==> config.mk <==
export PLATFORM = sky130hd
export DESIGN_NAME = activity_standby_ctrl
export DESIGN_NICKNAME = d
export VERILOG_FILES = /design/src/rtl/stdby_pkg.sv /design/src/rtl/stdby_edge_scan.sv /design/src/rtl/stdby_idle_timer.sv /design/src/rtl/stdby_hold.sv /design/src/rtl/activity_standby_ctrl.sv
export SDC_FILE = /design/constraint.sdc
export NUM_CORES = 1
export LEC_CHECK = 0
export BUFFER_PORTS_ARGS = -buffer_cell sky130_fd_sc_hd__buf_2
export CORE_ASPECT_RATIO = 0.8
export CORE_MARGIN = 1
export CORE_UTILIZATION = 30
export DETAILED_ROUTE_END_ITERATION = 16
export PLACE_DENSITY_LB_ADDON = 0.1
export SYNTH_ARGS = -nofsm -noshare
export SYNTH_HDL_FRONTEND = slang
export SYNTH_HIERARCHICAL = 1
export SYNTH_SLANG_ARGS = --single-unit
==> constraint.sdc <==
create_clock -name clk -period 4.37 [get_ports clk]
set_input_delay 0.2185 -clock clk [delete_from_list [all_inputs] [get_ports clk]]
set_output_delay 0.2185 -clock clk [all_outputs]
set_load 0.005 [all_outputs]
==> src/rtl/stdby_pkg.sv <==
package stdby_pkg;

  // Bits needed to count from 0 up to and including lim.
  function automatic int unsigned count_bits(int unsigned lim);
    return (lim < 1) ? 1 : $clog2(lim + 1);
  endfunction

  // Next idle count: cleared on activity, otherwise climbs and stops at lim.
  function automatic int unsigned idle_step(int unsigned cur, logic hit,
                                            int unsigned lim);
    if (hit) return 0;
    if (cur >= lim) return lim;
    return cur + 1;
  endfunction

endpackage

==> src/rtl/stdby_edge_scan.sv <==
module stdby_edge_scan #(
  parameter int unsigned W = 8
) (
  input  logic         clk,
  input  logic [W-1:0] smp,
  output logic         moved
);
  logic [W-1:0] prev_q;
  logic [W-1:0] diff;

  // The previous sample is taken every cycle, reset included.
  always_ff @(posedge clk) prev_q <= smp;

  for (genvar i = 0; i < W; i++) begin : g_bit
    assign diff[i] = smp[i] ^ prev_q[i];
  end

  assign moved = |diff;
endmodule

==> src/rtl/stdby_idle_timer.sv <==
module stdby_idle_timer
  import stdby_pkg::*;
#(
  parameter int unsigned LIMIT = 2,
  parameter int unsigned CNT_W = count_bits(LIMIT)
) (
  input  logic             clk,
  input  logic             rst,
  input  logic             hit,
  output logic [CNT_W-1:0] cnt,
  output logic             full
);
  localparam logic [CNT_W-1:0] LIM_V = CNT_W'(LIMIT);
  logic [CNT_W-1:0] cnt_q;

  always_ff @(posedge clk) begin
    if (rst) cnt_q <= '0;
    else     cnt_q <= CNT_W'(idle_step(32'(cnt_q), hit, LIMIT));
  end

  assign cnt  = cnt_q;
  assign full = (cnt_q == LIM_V);
endmodule

==> src/rtl/stdby_hold.sv <==
module stdby_hold #(
  parameter int unsigned W = 8
) (
  input  logic         clk,
  input  logic         rst,
  input  logic         frozen,
  input  logic [W-1:0] d,
  output logic [W-1:0] q
);
  logic [W-1:0] keep_q;

  always_ff @(posedge clk) begin
    if (rst)          keep_q <= '0;
    else if (!frozen) keep_q <= d;
  end

  assign q = frozen ? keep_q : d;
endmodule

==> src/rtl/activity_standby_ctrl.sv <==
module activity_standby_ctrl
  import stdby_pkg::*;
#(
  parameter int unsigned IN_W     = 12,
  parameter int unsigned PAD_W    = 10,
  parameter int unsigned FB_W     = 10,
  parameter int unsigned OUT_W    = 10,
  parameter int unsigned IDLE_CYC = 2
) (
  input  logic             clk,
  input  logic             rst,
  input  logic [IN_W-1:0]  pin_in,
  input  logic [PAD_W-1:0] pad_in,
  input  logic             dev_clk,
  input  logic [FB_W-1:0]  fb_in,
  input  logic [OUT_W-1:0] fn_in,
  output logic [OUT_W-1:0] held_out,
  output logic             standby
);
  localparam int unsigned CNT_W = count_bits(IDLE_CYC);

  logic             act_pin, act_pad, act_clk, act_fb;
  logic             act_seen;
  logic [CNT_W-1:0] idle_cnt;
  logic             idle_full;

  stdby_edge_scan #(.W(IN_W))  u_pin (.clk(clk), .smp(pin_in),  .moved(act_pin));
  stdby_edge_scan #(.W(PAD_W)) u_pad (.clk(clk), .smp(pad_in),  .moved(act_pad));
  stdby_edge_scan #(.W(1))     u_clk (.clk(clk), .smp(dev_clk), .moved(act_clk));
  stdby_edge_scan #(.W(FB_W))  u_fb  (.clk(clk), .smp(fb_in),   .moved(act_fb));

  assign act_seen = act_pin | act_pad | act_clk | act_fb;

  stdby_idle_timer #(.LIMIT(IDLE_CYC), .CNT_W(CNT_W)) u_timer (
    .clk(clk), .rst(rst), .hit(act_seen), .cnt(idle_cnt), .full(idle_full)
  );

  assign standby = idle_full & ~act_seen;

  stdby_hold #(.W(OUT_W)) u_hold (
    .clk(clk), .rst(rst), .frozen(standby), .d(fn_in), .q(held_out)
  );
endmodule

==> results of run 1 <==
[power by group through the flow]
stage	Clock [W]	Combinational [W]	Sequential, W
after global routing	0.000275	0.0000759	0.000441
after floorplan	0	0.0000332	0.000447
after global placement	0	0.0000660	0.000448
final	0.000241	0.0000671	0.000439
after detailed placement	0	0.0000682	0.000449
after CTS	0.000255	0.0000686	0.000439
[per-stage QoR]
stage | util (%) | hold WS [ns] | total power [W]
after global placement | 39.40 | 0.3449 | 0.0005141
after floorplan | - | 0.2462 | 0.0004805
after detailed placement | 39.40 | 0.3487 | 0.0005168
after global routing | 41.15 | 0.02837 | 0.0007918
after CTS | 41.15 | 0.03556 | 0.0007624
final | 41.15 | 0.04812 | 0.0007476
[synth_stat cells]
cell and count:
nor3_1 1, nor4_2 1, nor2_1 1, mux2_4 10, or4_4 1, nand3_1 1
nor4_1 7, nand4_1 2, buf_6 1, xnor2_1 4, dfxtp_1 45, and2b_2 1
xor2_1 29, inv_1 1, nor2_2 1, nor2b_1 10
[area by class of cell]
cell class                 count  area (sq um)  area share (%)
clock buffer                   6         72.57           3.725
clock inverter                 2         10.01          0.5138
inverter                       1         3.754          0.1927
multi-input combinational     69         610.6           31.34
sequential                    45         900.9           46.24
tap                           60         75.07           3.854
timing repair buffer          55         275.3           14.13
[registers in the layout, summed over array words and instances, names as in the netlist]
name	flops
u_pad/prev_q	10
u_hold/keep_q	10
u_pin/prev_q	12
u_clk/prev_q	1
u_timer/cnt	2
u_fb/prev_q	10
[per-layer routing]
metal  vias to the layer above  wire, microns
li1                        503              -
met1                       449           1199
met2                        32           1086
met3                         8            161
met4                         0             54
met5                         -              0
[cells by family (layout without fill, tap and decap cells)]
kind of cell              Yosys count  in the layout  synth area share (%)
and+or+nand+nor                    26             26                 11.23
DFF                                45             45                 59.02
xor gates and xnor gates           33             33                 18.93
muxes                              10             10                 9.836
buffers and inverters               2             64                0.9833
[worst max path at each step]
stage / from / endpoint / slack (ns) / cells past startpoint
2_1_floorplan: u_pad/prev_q[1]$_DFF_P_ / u_hold/keep_q[0]$_SDFF_PP0_ / 2.15 / 8
3_3_place_gp: pin_in[8] / held_out[4] / 1.56 / 8
3_5_place_dp: pin_in[8] / held_out[6] / 1.52 / 8
4_1_cts: u_pin/prev_q[8]$_DFF_P_ / held_out[6] / 1.22 / 7
5_1_grt: u_fb/prev_q[1]$_DFF_P_ / held_out[5] / 1.03 / 7
6_report: u_pin/prev_q[8]$_DFF_P_ / held_out[6] / 1.27 / 7
[critical path, delay by kind of cell, from the launching register on]
kind,cells,cell delay [ns]
muxes,1,0.36
and+or+nand+nor,4,1.65
buffers and inverters,1,0.13
DFF,1,0.31
xor gates and xnor gates,1,0.15
==> results.ini, run 1 <==
[worst_hold_path]
worstHoldEndpoint = u_fb/prev_q[0]$_DFF_P_
hold_depth = 1
min_from = fb_in[0]
worst_hold_path_type = in2reg

[sta]
hold_viol = 0
setup_viol = 0
postLayoutSetupSlackWorst_ns = 1.271
setup_tns_ns = 0
period_needed_ns = 3.099
fin_crit_sh_pct = 70.91
fmax_ghz = 0.3227
rsz0062_at_grt = false
worst_slew_pin_slew_ns = 0.7588
slew_violations = 0
finClkSkew_ns = 0.006427
slew_headroom_pct = 49.36

[synthesis]
ys_top_cells_by_area = dfxtp_1, xor2_1, mux2_4, nor2b_1, nor4_1
yosysTopAreaCell = dfxtp_1
yosysUniqueCellTypes = 16
synth.net_count = 161
syn-instance-count = 116
yosysWarnings = 6
synth_area_sq_um = 1526
synth_seq_area_share_pct = 59.02
synth.top_cell.area_share_pct = 59.02
post_synth.cell_area_avg_sq_um = 13.16
ys_seq_elements = 45

[die]
die_h_microns = 65.80
start_util_pct = 32.24
core-area_sq_um = 4735
rows = 22
die_x_microns = 81.75
die_area_sq_um = 5379
io_pins = 56

[clock_network]
clockBufferDepth = 2
ctsHtreeMaxLevel = 2
clock_sinks = 45
cts_root_buffer = clkbuf_8
clk_pin_slew_ns = 0.08
cts_resized = 0
cts_hold_buffers = 0
cts_tree = done
clk_latency_ns = 0.29
post_cts_buffers = 0
numCtsBuffers = 5

[critical_path]
startpoint_type = register
worstRegToRegCells = 7
slowest_stage = nor2_2
r2r_start = u_pin/prev_q[8]$_DFF_P_
path_cells = xor2_1 > nor4_1 > nand3_1 > or4_4 > nor2_2 > mux2_4 > buf_2
worstPathMaxFanout = 11
worstSetupEndpointType = primary output
slowest_delay_ns = 0.60
required_ns = 4.15
worst-setup-path-type = reg2out
crit_arrival_ns = 2.88
r2r_setup_slack_ns = 1.67
timing.rr.end = u_hold/keep_q[5]$_SDFF_PP0_

[power_and_ir_drop]
power_leakage_nw = 0.8785
ir_drop_v = 0.0001813
powerDensity_nw_per_um2 = 383.7
p_sw_w = 0.0001659
p_seq_share_pct = 58.7
p_clk_share_pct = 32.3
p_int_w = 0.0005817
swShare_pct = 22.19
comb_power_share_pct = 9.0

[global_route]
grt_max_degree = 14
antenna_found_initial = 0
grt_pass1_wl_microns = 4119
met2_usage_pct = 15.70
grt_pass1_vias = 981
grtUsageTotal_pct = 10.54
overflow = 0
top_usage_layer = met2
grtUsageMet1_pct = 12.56
use_met3_pct = 4.138

[status]
status = finished clean

[drt]
dr_total_vias = 992
initialDrtViolationCount = 24
viasPerCell = 4.168
ant_nets = 0
post_drt_wl_per_cell_microns = 10.51
first_pass_iters = 2
routed_wl_microns = 2501
drc = 0

[cells_and_area]
final_common_cell = buf_2
finalNonFillerCells = 238
nets = 222
stdcell_area_sq_um = 1948
antennaDiodeCount = 0
mostFrequentLayoutCells = buf_2, dfxtp_1, xor2_1
drive_above_1_share_pct = 42.70
fillers = 467
synthToLayoutAreaGrowth_pct = 27.62

[run]
cap_viol_max_count = 0

[placement]
dpl_cell_area_sq_um = 1866
gp_congestion = 0.6190
dp_hpwl_microns = 1915
portBuffers = 55
pre_cts_ws_ns = 1.523
dp_cells = 230

Power figures use the tool's default switching activity.
==> run 2, diff against run 1 <==
==> constraint.sdc (replaced) <==
create_clock -name clk -period 3 [get_ports clk]
set_input_delay 0.15 -clock clk [delete_from_list [all_inputs] [get_ports clk]]
set_output_delay 0.15 -clock clk [all_outputs]
set_load 0.005 [all_outputs]
==> run 2 against run 1 <==
  * Critical path depth increased by 3
  * Combinational power grew 110%
  * Clock skew grew 0.0036 ns
  * Via count rose by 13%
==> results.ini, run 2 (same netlist as run 1, synthesis figures left out) <==
[worst_hold_path]
hold_depth = 2  ; was 1
min_from = rst  ; was fb_in[0]
worst_hold_path_type = in2reg  ; unchanged
worstHoldEndpoint = u_timer/cnt[0]$_SDFF_PP0_  ; was u_fb/prev_q[0]$_DFF_P_

[power_and_ir_drop]
powerDensity_nw_per_um2 = 503.0  ; was 383.7 nW/um^2
swShare_pct = 21.33  ; was 22.19%
power_leakage_nw = 1.034  ; was 0.8785 nW
ir_drop_v = 0.0003106  ; was 0.0001813 V
comb_power_share_pct = 11.8  ; was 9.0%
p_clk_share_pct = 33.8  ; was 32.3%
p_seq_share_pct = 54.5  ; was 58.7%
p_sw_w = 0.0002504  ; was 0.0001659 W
total_power_w = 0.001174  ; was 0.0007476 W
p_int_w = 0.0009233  ; was 0.0005817 W

[critical_path]
worst-setup-path-type = in2out  ; was reg2out
startpoint_type = input pin  ; was register
timing.rr.end = u_hold/keep_q[8]$_SDFF_PP0_  ; was u_hold/keep_q[5]$_SDFF_PP0_
worstPathMaxFanout = 11  ; unchanged
r2r_setup_slack_ns = 0.66  ; was 1.67 ns
required_ns = 2.85  ; was 4.15 ns
crit_arrival_ns = 2.72  ; was 2.88 ns
r2r_start = u_pad/prev_q[5]$_DFF_P_  ; was u_pin/prev_q[8]$_DFF_P_
worstSetupEndpointType = primary output  ; unchanged
worstRegToRegCells = 8  ; was 7

[cells_and_area]
antennaDiodeCount = 0  ; unchanged
largest_register = u_pin/prev_q  ; unchanged
finalNonFillerCells = 272  ; was 238
synthToLayoutAreaGrowth_pct = 52.87  ; was 27.62%
mostFrequentLayoutCells = buf_2, dfxtp_1, dlygate4sd3_1  ; was buf_2, dfxtp_1, xor2_1
largest_register_ff_count = 12  ; unchanged
drive_above_1_share_pct = 38.68  ; was 42.70%
nets = 256  ; was 222
stdcell_area_sq_um = 2333  ; was 1948 sq um
final_common_cell = buf_2  ; unchanged

[sta]
hold_viol = 0  ; unchanged
slew_violations = 0  ; unchanged
fmax_ghz = 0.3487
period_needed_ns = 2.868
worst_slew_pin_slew_ns = 0.2875  ; was 0.7588 ns
fin_crit_sh_pct = 95.60
slew_headroom_pct = 80.66  ; was 49.36%
setup_tns_ns = 0  ; unchanged
setup_viol = 0  ; unchanged
finClkSkew_ns = 0.01006  ; was 0.006427 ns

[placement]
dpl_cell_area_sq_um = 1873  ; was 1866 sq um
dp_hpwl_microns = 2007  ; was 1915 microns
dp_cells = 231  ; was 230
portBuffers = 55  ; unchanged
gp_congestion = 0.6045  ; was 0.6190

[clock_network]
clk_pin_slew_ns = 0.08  ; about the same
post_cts_buffers = 0  ; unchanged
cts_tree = done  ; unchanged
numCtsBuffers = 5  ; unchanged
clockBufferDepth = 2  ; unchanged
cts_root_buffer = clkbuf_8  ; unchanged
ctsHtreeMaxLevel = 2  ; unchanged
clock_sinks = 45  ; unchanged
clk_latency_ns = 0.29  ; about the same

[global_route]
antenna_found_initial = 0  ; unchanged
grt_max_degree = 14  ; unchanged
overflow = 0  ; unchanged
grtUsageTotal_pct = 12.77  ; was 10.54%
grt_pass1_wl_microns = 4995  ; was 4119 microns
grt_pass1_vias = 1159  ; was 981

[die]
die_area_sq_um = 5379  ; unchanged
die_h_microns = 65.80  ; unchanged
io_pins = 56  ; unchanged
core-area_sq_um = 4735  ; unchanged
rows = 22  ; unchanged
die_x_microns = 81.75  ; unchanged
start_util_pct = 32.24  ; unchanged

[drt]
routed_wl_microns = 2989  ; was 2501 microns
viasPerCell = 4.103  ; was 4.168
initialDrtViolationCount = 20  ; was 24
post_drt_wl_per_cell_microns = 10.99  ; was 10.51 microns
dr_total_vias = 1116  ; was 992
ant_nets = 0  ; unchanged
drc = 0  ; unchanged
first_pass_iters = 4  ; was 2

[status]
status = finished clean  ; unchanged

[run]
cap_viol_max_count = 0  ; unchanged

-- run 2: cell types whose count changed in the layout (fill, tap and decap cells not counted) --
cell,previous run,this run
nor4_2,1,5
dlygate4sd3_1,0,33
clkbuf_1,1,0
clkinv_2,2,1
nor4_1,7,3
buf_6,0,1
clkbuf_8,5,7
-- run 2: through the flow --
stage	hold WS, ns	util, %	setup WS [ns]
final	0.1639	49.29	0.1319
after detailed placement	0.2794	39.56	0.5494
after global placement	0.2766	39.56	0.5873
after global routing	0.1712	49.29	-0.01424
after floorplan	0.1777	-	0.7794
after CTS	0.1570	48.68	0.02879
-- run 2: worst max path at each step --
stage	from	slack, ns	cells past startpoint	endpoint
2_1_floorplan	u_pad/prev_q[1]$_DFF_P_	0.78	8	u_hold/keep_q[0]$_SDFF_PP0_
3_3_place_gp	u_pin/prev_q[8]$_DFF_P_	0.59	8	held_out[4]
3_5_place_dp	u_pad/prev_q[0]$_DFF_P_	0.55	8	held_out[0]
4_1_cts	pad_in[0]	0.03	10	held_out[0]
5_1_grt	pad_in[2]	-0.01	10	held_out[4]
6_report	pad_in[1]	0.13	10	held_out[0]
-- run 2: critical path, stage by stage --
cell	delay, ns
dlygate4sd3_1	0.53
buf_2	0.13
xor2_1	0.15
nor4_2	0.29
nand4_1	0.14
or4_4	0.57
nor2_2	0.11
buf_6	0.19
mux2_4	0.32
buf_2	0.13
-- run 2: per-layer routing --
metal	vias to the layer above	part of all wire [%]	track usage, %
met3	5	4.8	4.276
met4	0	1.3	6.579
met5	-	0	0
met2	30	51	22.83
met1	510	42	13.10
li1	571	-	-
-- run 2: cell type report --
| type | count | area (sq um) |
|---|---|---|
| clock buffer | 7 | 96.34 |
| clock inverter | 1 | 5.005 |
| fill | 454 | 2401 |
| inverter | 1 | 3.754 |
| multi-input combinational | 69 | 635.6 |
| sequential | 45 | 900.9 |
| tap | 60 | 75.07 |
| timing repair buffer | 89 | 616.8 |
-- run 2: power by group through the flow --
stage / sequential, W / clock (W) / combinational, W
2_1_floorplan: 0.000652 / 0 / 0.0000484
3_3_place_gp: 0.000653 / 0 / 0.0000967
3_5_place_dp: 0.000653 / 0 / 0.000100
4_1_cts: 0.000639 / 0.000419 / 0.000133
5_1_grt: 0.000642 / 0.000446 / 0.000154
6_report: 0.000639 / 0.000396 / 0.000138
-- run 2: timing repair --
item	in CTS	in global routing
endpoints found under the setup margin	0	10
endpoints found under the hold margin	33	0
hold buffers	33	0
resized for setup	0	5
